<file path="config.mk">
export PLATFORM = sky130hd
export DESIGN_NAME = cwdp_core
export DESIGN_NICKNAME = d
export VERILOG_FILES = /design/src/rtl/cwdp_pkg.sv /design/src/rtl/cwdp_decode.sv /design/src/rtl/cwdp_sel2.sv /design/src/rtl/cwdp_regfile.sv /design/src/rtl/cwdp_core.sv
export SDC_FILE = /design/constraint.sdc
export NUM_CORES = 1
export LEC_CHECK = 0
export ABC_CLOCK_PERIOD_IN_PS = 2600
export BUFFER_PORTS_ARGS = -buffer_cell sky130_fd_sc_hd__buf_2
export CORE_MARGIN = 2
export CORE_UTILIZATION = 30
export DETAILED_ROUTE_END_ITERATION = 12
export PLACE_DENSITY_LB_ADDON = 0.15
export SYNTH_ARGS = -nofsm -noshare
export SYNTH_HDL_FRONTEND = slang
export SYNTH_SLANG_ARGS = --single-unit
export TNS_END_PERCENT = 20
</file>
<file path="constraint.sdc">
create_clock -name clk -period 2.6 [get_ports clk]
set_input_delay 0.13 -clock clk [delete_from_list [all_inputs] [get_ports clk]]
set_output_delay 0.13 -clock clk [all_outputs]
set_load 0.1 [all_outputs]
</file>
<file path="src/rtl/cwdp_pkg.sv">
package cwdp_pkg;

    localparam int CW_W   = 16;
    localparam int RSEL_W = 3;
    localparam int OP_W   = 4;

    // Packed so that the first member occupies the top bits of the word.
    typedef struct packed {
        logic [RSEL_W-1:0] dst;    // 15:13
        logic [RSEL_W-1:0] rsa;    // 12:10
        logic [RSEL_W-1:0] rsb;    // 9:7
        logic              b_ext;  // 6
        logic [OP_W-1:0]   op;     // 5:2
        logic              d_ext;  // 1
        logic              wen;    // 0
    } ctl_t;

endpackage

</file>
<file path="src/rtl/cwdp_decode.sv">
module cwdp_decode
    import cwdp_pkg::*;
(
    input  logic [CW_W-1:0]   word_i,
    output logic [RSEL_W-1:0] dst_o,
    output logic [RSEL_W-1:0] rsa_o,
    output logic [RSEL_W-1:0] rsb_o,
    output logic              b_ext_o,
    output logic [OP_W-1:0]   op_o,
    output logic              d_ext_o,
    output logic              wen_o
);

    ctl_t fields;

    always_comb begin
        fields  = ctl_t'(word_i);
        dst_o   = fields.dst;
        rsa_o   = fields.rsa;
        rsb_o   = fields.rsb;
        b_ext_o = fields.b_ext;
        op_o    = fields.op;
        d_ext_o = fields.d_ext;
        wen_o   = fields.wen;
    end

    always_comb begin
        AST_FIELD_WIDTH: assert ($bits(ctl_t) == CW_W);
    end

endmodule

</file>
<file path="src/rtl/cwdp_sel2.sv">
module cwdp_sel2 #(
    parameter int DW = 8
) (
    input  logic          pick_i,
    input  logic [DW-1:0] in0_i,
    input  logic [DW-1:0] in1_i,
    output logic [DW-1:0] out_o
);

    always_comb begin
        out_o = pick_i ? in1_i : in0_i;
    end

endmodule

</file>
<file path="src/rtl/cwdp_regfile.sv">
module cwdp_regfile #(
    parameter int DW = 8,
    parameter int AW = 3
) (
    input  logic          clk_i,
    input  logic          rst_i,
    input  logic          we_i,
    input  logic [AW-1:0] waddr_i,
    input  logic [DW-1:0] wdata_i,
    input  logic [AW-1:0] raddr_a_i,
    input  logic [AW-1:0] raddr_b_i,
    output logic [DW-1:0] rdata_a_o,
    output logic [DW-1:0] rdata_b_o
);

    localparam int NREG = 1 << AW;

    typedef struct packed {
        logic [NREG-1:0][DW-1:0] regs;
    } rf_state_t;

    rf_state_t st_d, st_q;

    always_comb begin
        st_d = st_q;
        if (rst_i) begin
            st_d.regs = '0;
        end else if (we_i) begin
            st_d.regs[waddr_i] = wdata_i;
        end
    end

    always_ff @(posedge clk_i) begin
        st_q <= st_d;
    end

    // Read ports show the stored value: a same-cycle write is seen after the edge.
    always_comb begin
        rdata_a_o = st_q.regs[raddr_a_i];
        rdata_b_o = st_q.regs[raddr_b_i];
    end

    AST_RESET_CLEARS: assert property (@(posedge clk_i)
        rst_i |=> (st_q.regs == '0));

    AST_WRITE_LANDS: assert property (@(posedge clk_i) disable iff (rst_i)
        we_i |=> (st_q.regs[$past(waddr_i)] == $past(wdata_i)));

    AST_NO_WRITE_HOLD: assert property (@(posedge clk_i) disable iff (rst_i)
        !we_i |=> $stable(st_q.regs));

    for (genvar gi = 0; gi < NREG; gi++) begin : g_hold
        AST_OTHERS_HOLD: assert property (@(posedge clk_i) disable iff (rst_i)
            (we_i && (waddr_i != AW'(gi))) |=> $stable(st_q.regs[gi]));
    end

endmodule

</file>
<file path="src/rtl/cwdp_core.sv">
module cwdp_core
    import cwdp_pkg::*;
#(
    parameter int DW = 8
) (
    input  logic            clk,
    input  logic            rst,
    input  logic [CW_W-1:0] ctl_word,
    input  logic [DW-1:0]   const_in,
    input  logic [DW-1:0]   data_in,
    input  logic [DW-1:0]   fu_result,
    input  logic            fu_v,
    input  logic            fu_c,
    input  logic            fu_n,
    input  logic            fu_z,
    output logic [OP_W-1:0] fu_op,
    output logic [DW-1:0]   addr_out,
    output logic [DW-1:0]   data_out,
    output logic            flag_v,
    output logic            flag_c,
    output logic            flag_n,
    output logic            flag_z
);

    logic [RSEL_W-1:0] dst_s, rsa_s, rsb_s;
    logic              b_ext_s, d_ext_s, wen_s;
    logic [OP_W-1:0]   op_s;
    logic [DW-1:0]     rd_a_s, rd_b_s, bus_b_s, bus_d_s;

    cwdp_decode u_decode (
        .word_i  (ctl_word),
        .dst_o   (dst_s),
        .rsa_o   (rsa_s),
        .rsb_o   (rsb_s),
        .b_ext_o (b_ext_s),
        .op_o    (op_s),
        .d_ext_o (d_ext_s),
        .wen_o   (wen_s)
    );

    cwdp_regfile #(.DW(DW), .AW(RSEL_W)) u_rf (
        .clk_i     (clk),
        .rst_i     (rst),
        .we_i      (wen_s),
        .waddr_i   (dst_s),
        .wdata_i   (bus_d_s),
        .raddr_a_i (rsa_s),
        .raddr_b_i (rsb_s),
        .rdata_a_o (rd_a_s),
        .rdata_b_o (rd_b_s)
    );

    cwdp_sel2 #(.DW(DW)) u_mux_b (
        .pick_i (b_ext_s),
        .in0_i  (rd_b_s),
        .in1_i  (const_in),
        .out_o  (bus_b_s)
    );

    cwdp_sel2 #(.DW(DW)) u_mux_d (
        .pick_i (d_ext_s),
        .in0_i  (fu_result),
        .in1_i  (data_in),
        .out_o  (bus_d_s)
    );

    always_comb begin
        addr_out = rd_a_s;
        data_out = bus_b_s;
        fu_op    = op_s;
        flag_v   = fu_v;
        flag_c   = fu_c;
        flag_n   = fu_n;
        flag_z   = fu_z;
    end

    AST_BUS_B_CONST: assert property (@(posedge clk) disable iff (rst)
        ctl_word[6] |-> (data_out == const_in));

    AST_BUS_D_EXT: assert property (@(posedge clk) disable iff (rst)
        ctl_word[1] |-> (bus_d_s == data_in));

    AST_BUS_D_FU: assert property (@(posedge clk) disable iff (rst)
        !ctl_word[1] |-> (bus_d_s == fu_result));

    AST_OP_FIELD: assert property (@(posedge clk) disable iff (rst)
        fu_op == ctl_word[5:2]);

endmodule

</file>
### Word-level counts from Yosys, hierarchy flattened

Cells that the tools add are included.

* register bits after elaboration: 64
* output and inout port bits: 24

* order comparisons: 4
* reduce and logical (&&, ||, !) cells: 1
* multiplexer cells: 9

Operators by type and width (count)
* $bwmux 64: 1
* $bmux 8 s3: 2
* $mux 8: 5
* $demux 8 s3: 1
* $lt 3x4->1 const B: 3
* $ge 3x1->1 const B: 1
* $logic_and 1x1->1: 1

### Depth between registers and ports, before layout

* word-level depth: 5
* mapped depth: 5
* depth with buffers taken out: 3

### Hierarchy

Synthesis repeated with hierarchy kept, for this count alone.

* cell total of the unflattened synthesis: 368
* area total of the unflattened synthesis: 3891.2 sq um

Modules (own cells, without submodules)
* cwdp_regfile: cells each 330, area an instance 3478.3 sq um, instances 1, sequential area each 1281.2 sq um
* cwdp_sel2: cells each 9, area an instance 131.4 sq um, instances 2, sequential area each 0.0 sq um
* cwdp_decode: cells each 16, area an instance 120.1 sq um, instances 1, sequential area each 0.0 sq um
* cwdp_core: cells each 4, area an instance 30.0 sq um, instances 1, sequential area each 0.0 sq um

### Least setup slack after synthesis

Ideal clock, no wire load.

* kind: input to output
* from: input port ctl_word[7]
* to: output port data_out[0]
* slack: -0.567 ns
* stages on the path: 5
* arrival: 3.037 ns
* buffers on the path: 2
* cell sequence: buf_2 buf_4 mux2i_1 a22o_1 o31ai_1

* cells in the longest elaborated chain, start to end: 3

Ends and longest elaborated chain
* from (decl): RTL line cwdp_core.sv:8 `input logic [CW_W-1:0] ctl_word,`
* $bmux 8 s3: RTL line cwdp_regfile.sv:40 `rdata_b_o = st_q.regs[raddr_b_i];`
* $mux 8 (implied by the code): RTL line cwdp_regfile.sv:40
* $mux 8: RTL line cwdp_sel2.sv:11 `out_o = pick_i ? in1_i : in0_i;`
* to (decl): RTL line cwdp_core.sv:18 `output logic [DW-1:0] data_out,`

No other way between the ends. The select of a mux whose other input is x is not followed.

### Final worst setup path

* from: input port ctl_word[10]
* to: output port addr_out[4]

* cells in the longest elaborated chain, start to end: 2

Ends and longest elaborated chain
* $bmux 8 s3: RTL line cwdp_regfile.sv:39 `rdata_a_o = st_q.regs[raddr_a_i];`
* $mux 8 (implied by the code): RTL line cwdp_regfile.sv:39
* to (decl): RTL line cwdp_core.sv:17 `output logic [DW-1:0] addr_out,`

No other way between the ends. The select of a mux whose other input is x is not followed.

==> results.py <==
metrics = {
    "layout": {
        "final_nets": 418,
        "largest_register_ffs": 64,
        "post-route-util_pct": 35.7,
        "stdcell_count": 520,
        "drive_above_1_share_pct": 27.9,
        "largest-register": "u_rf.st_q",
        "diodes": 0,
        "reg_top3": "u_rf.st_q (64)",
        "fill_cells": 1159,
        "area_growth_pct": 16.0,
        "final_cell_area_mm2": 0.00410,
    },
    "yosys": {
        "synth.ff_latch_count": 64,
        "synth_area_leaders": "dfxtp_1 (36%), a211oi_1 (14%), mux4_1 (11%)",
        "synth-simple-area-share_pct": 10.9,
        "postSynthCellCount": 344,
        "syn_avg_cell_area_um2": 10.3,
        "synth_xor_area_share_pct": 0,
        "synthAdderAreaFrac_pct": 0,
        "syn-cell-area_mm2": 0.00353,
        "synth_top_area_cell": "dfxtp_1",
        "synth_top_family_by_area": "multiplexers",
        "synthMuxAreaShare_pct": 26.2,
        "ys_types": 25,
        "synth_fp_nets": 390,
        "synth_compound_area_share_pct": 18.7,
        "synth_top_area_share_pct": 36.3,
        "yosysWarnings": 0,
        "yosysSeqAreaShare_pct": 36.3,
    },
    "place": {
        "portBuffers": 53,
        "gp_congestion": 0.755,
        "dp_hpwl_mm": 6.72,
        "place_inst": 504,
        "post_dp_cell_area_mm2": 0.00380,
    },
    "hold_path": {
        "hp-class": "in -> out",
        "min_to": "flag_c",
        "min_from": "fu_c",
        "hold_depth": 0,
    },
    "power": {
        "p_leak_nw": 1.64,
        "power.density_mw_per_mm2": 660,
        "irDropWorstVdd_mv": 0.258,
    },
    "timing": {
        "hold_viol": 0,
        "tightest_slew_ns": 0.827,
        "skew_ns": 0,
        "finalCritPeriodShare_pct": 74.6,
        "setup_tns_ns": 0,
        "relSlewSlack_pct": 43.3,
        "setup_violations": 0,
        "min_period_ns": 1.94,
        "slew_violations": 0,
        "fmax_ghz": 0.516,
        "rsz0062_at_grt": "no",
    },
    "setup_path": {
        "worstPathRequired_ns": 2.47,
        "worstSetupPathType": "in -> out",
        "crit_fanout": 16,
        "worstSetupStartpointType": "input pin",
        "startpoint": "ctl_word[10]",
        "worst_r2r_endpoint": "u_rf.st_q[25]",
        "critPathCaptureType": "output pin",
        "rrSetupSlack_ns": 1.85,
        "critPathArrivalTime_ns": 1.81,
        "r2r_cells": 2,
        "reg2reg_from": "u_rf.st_q[25]",
    },
    "global_routing": {
        "antenna_found_initial": 0,
        "grt_pass1_vias": 2686,
        "grtUsageTotal_pct": 16.4,
        "overflow": 0,
        "grt_pass1_wl_mm": 15.6,
        "grt_max_degree": 40,
    },
    "drt": {
        "vias": 2788,
        "drt_iter0_drc": 143,
        "drt-pass1-iter-count": 4,
        "antenna_left": 0,
        "drc": 0,
        "vias_per_cell": 5.36,
        "wire_per_inst_um": 19.4,
        "postRouteWirelength_mm": 10.1,
    },
    "die": {
        "coreArea_mm2": 0.0115,
        "dieArea_mm2": 0.0127,
        "die_w_um": 113,
        "boundaryPins": 70,
        "start_util_pct": 30.8,
        "rows": 39,
        "die_y_um": 113,
    },
    "run": {
        "cap_violations": 0,
    },
    "clocking": {
        "cts_root_buffer": "clkbuf_16",
        "cts_max_level": 3,
        "post_cts_buffers": 0,
        "cts_buffers": 9,
        "cts_sinks": 64,
        "insertion_delay_ns": 0.32,
        "hold_buffers": 0,
        "ctsResizeCount": 0,
        "clk_path_buf_depth": 2,
        "cts_tree": "built",
    },
    "outcome": {
        "outcome": "finished clean",
    },
}
==> worst max-delay path by stage <==
stage                       end  slack [ns]  cells after the start
finish              addr_out[4]        0.66                      4
global route        addr_out[6]        0.62                      4
CTS                 addr_out[4]        0.67                      4
detailed placement  addr_out[4]        0.67                      4
global placement    addr_out[4]        0.67                      4
floorplan           data_out[1]       -0.57                      5
==> critical path: stages <==
cell and delay (ns):
buf_2 0.43, mux4_1 0.63, mux2_2 0.30, buf_2 0.30
==> stage by stage <==
step / hold WS [ns] / worst slack (ns) / power [mW]
floorplan: 0.344 / -0.567 / 1.46
global placement: 0.261 / 0.669 / 1.52
detailed placement: 0.261 / 0.669 / 1.52
CTS: 0.261 / 0.666 / 2.73
global route: 0.260 / 0.615 / 2.81
finish: 0.260 / 0.661 / 2.70
==> synth_stat cells, drive strengths merged <==
cell	count
nor4bb	2
nor2b	1
a211oi	64
o31ai	8
nand2	9
mux4	16
mux2	24
and4b	3
mux2i	24
buf	30
nor4b	1
nand2b	1
a22o	8
and4	1
dfxtp	64
nor2	65
clkbuf	14
and4bb	1
o22ai	8
==> cells in the final DEF, fill, tap and decap left out, types with 2 or more instances in the layout <==
cell       Yosys  final
mux2_2        24     24
clkinv_2       0      2
nand2_1        9      9
o31ai_1        8      7
and4b_1        3      3
mux2i_1       24     24
a22o_1         8      8
dfxtp_1       64     64
buf_2          4     53
clkbuf_1       7      2
clkbuf_16      0      9
mux4_1        15     15
clkbuf_8       0      2
buf_4         16      7
nor2_1        65     65
a211oi_1      64     64
o22ai_1        8      8
==> routing by layer <==
layer | share of wire [%] | global-route usage, % | up-vias
met4 | 1.1 | 4.47 | 0
met5 | 0 | 0 | -
met1 | 50 | 24.6 | 1335
met2 | 43 | 23.9 | 72
li1 | - | - | 1371
met3 | 5.8 | 3.24 | 10
==> area by class of cell <==
cell class | count | area [µm²] | area share (%)
Sequential cell | 64 | 1280 | 31.3
Clock buffer | 13 | 260 | 6.35
Multi-Input combinational cell | 236 | 2000 | 48.8
Timing Repair Buffer | 61 | 338 | 8.24
Tap cell | 143 | 179 | 4.37
Clock inverter | 3 | 40.0 | 0.977
==> power breakdown <==
part | switching [mW] | internal [mW] | total, mW
Sequential | 0.0247 | 1.02 | 1.04
Clock | 0.414 | 0.791 | 1.21
Combinational | 0.313 | 0.144 | 0.458
Total | 0.752 | 1.95 | 2.70
==> cell families (layout without fill, tap and decap cells) <==
logic type      count (synthesis)  after routing
simple gates                   84             84
buf+inv                        44             77
compound gates                 88             88
flops                          64             64
mux                            64             64
Note: power is estimated with default switching activity, not from simulation.
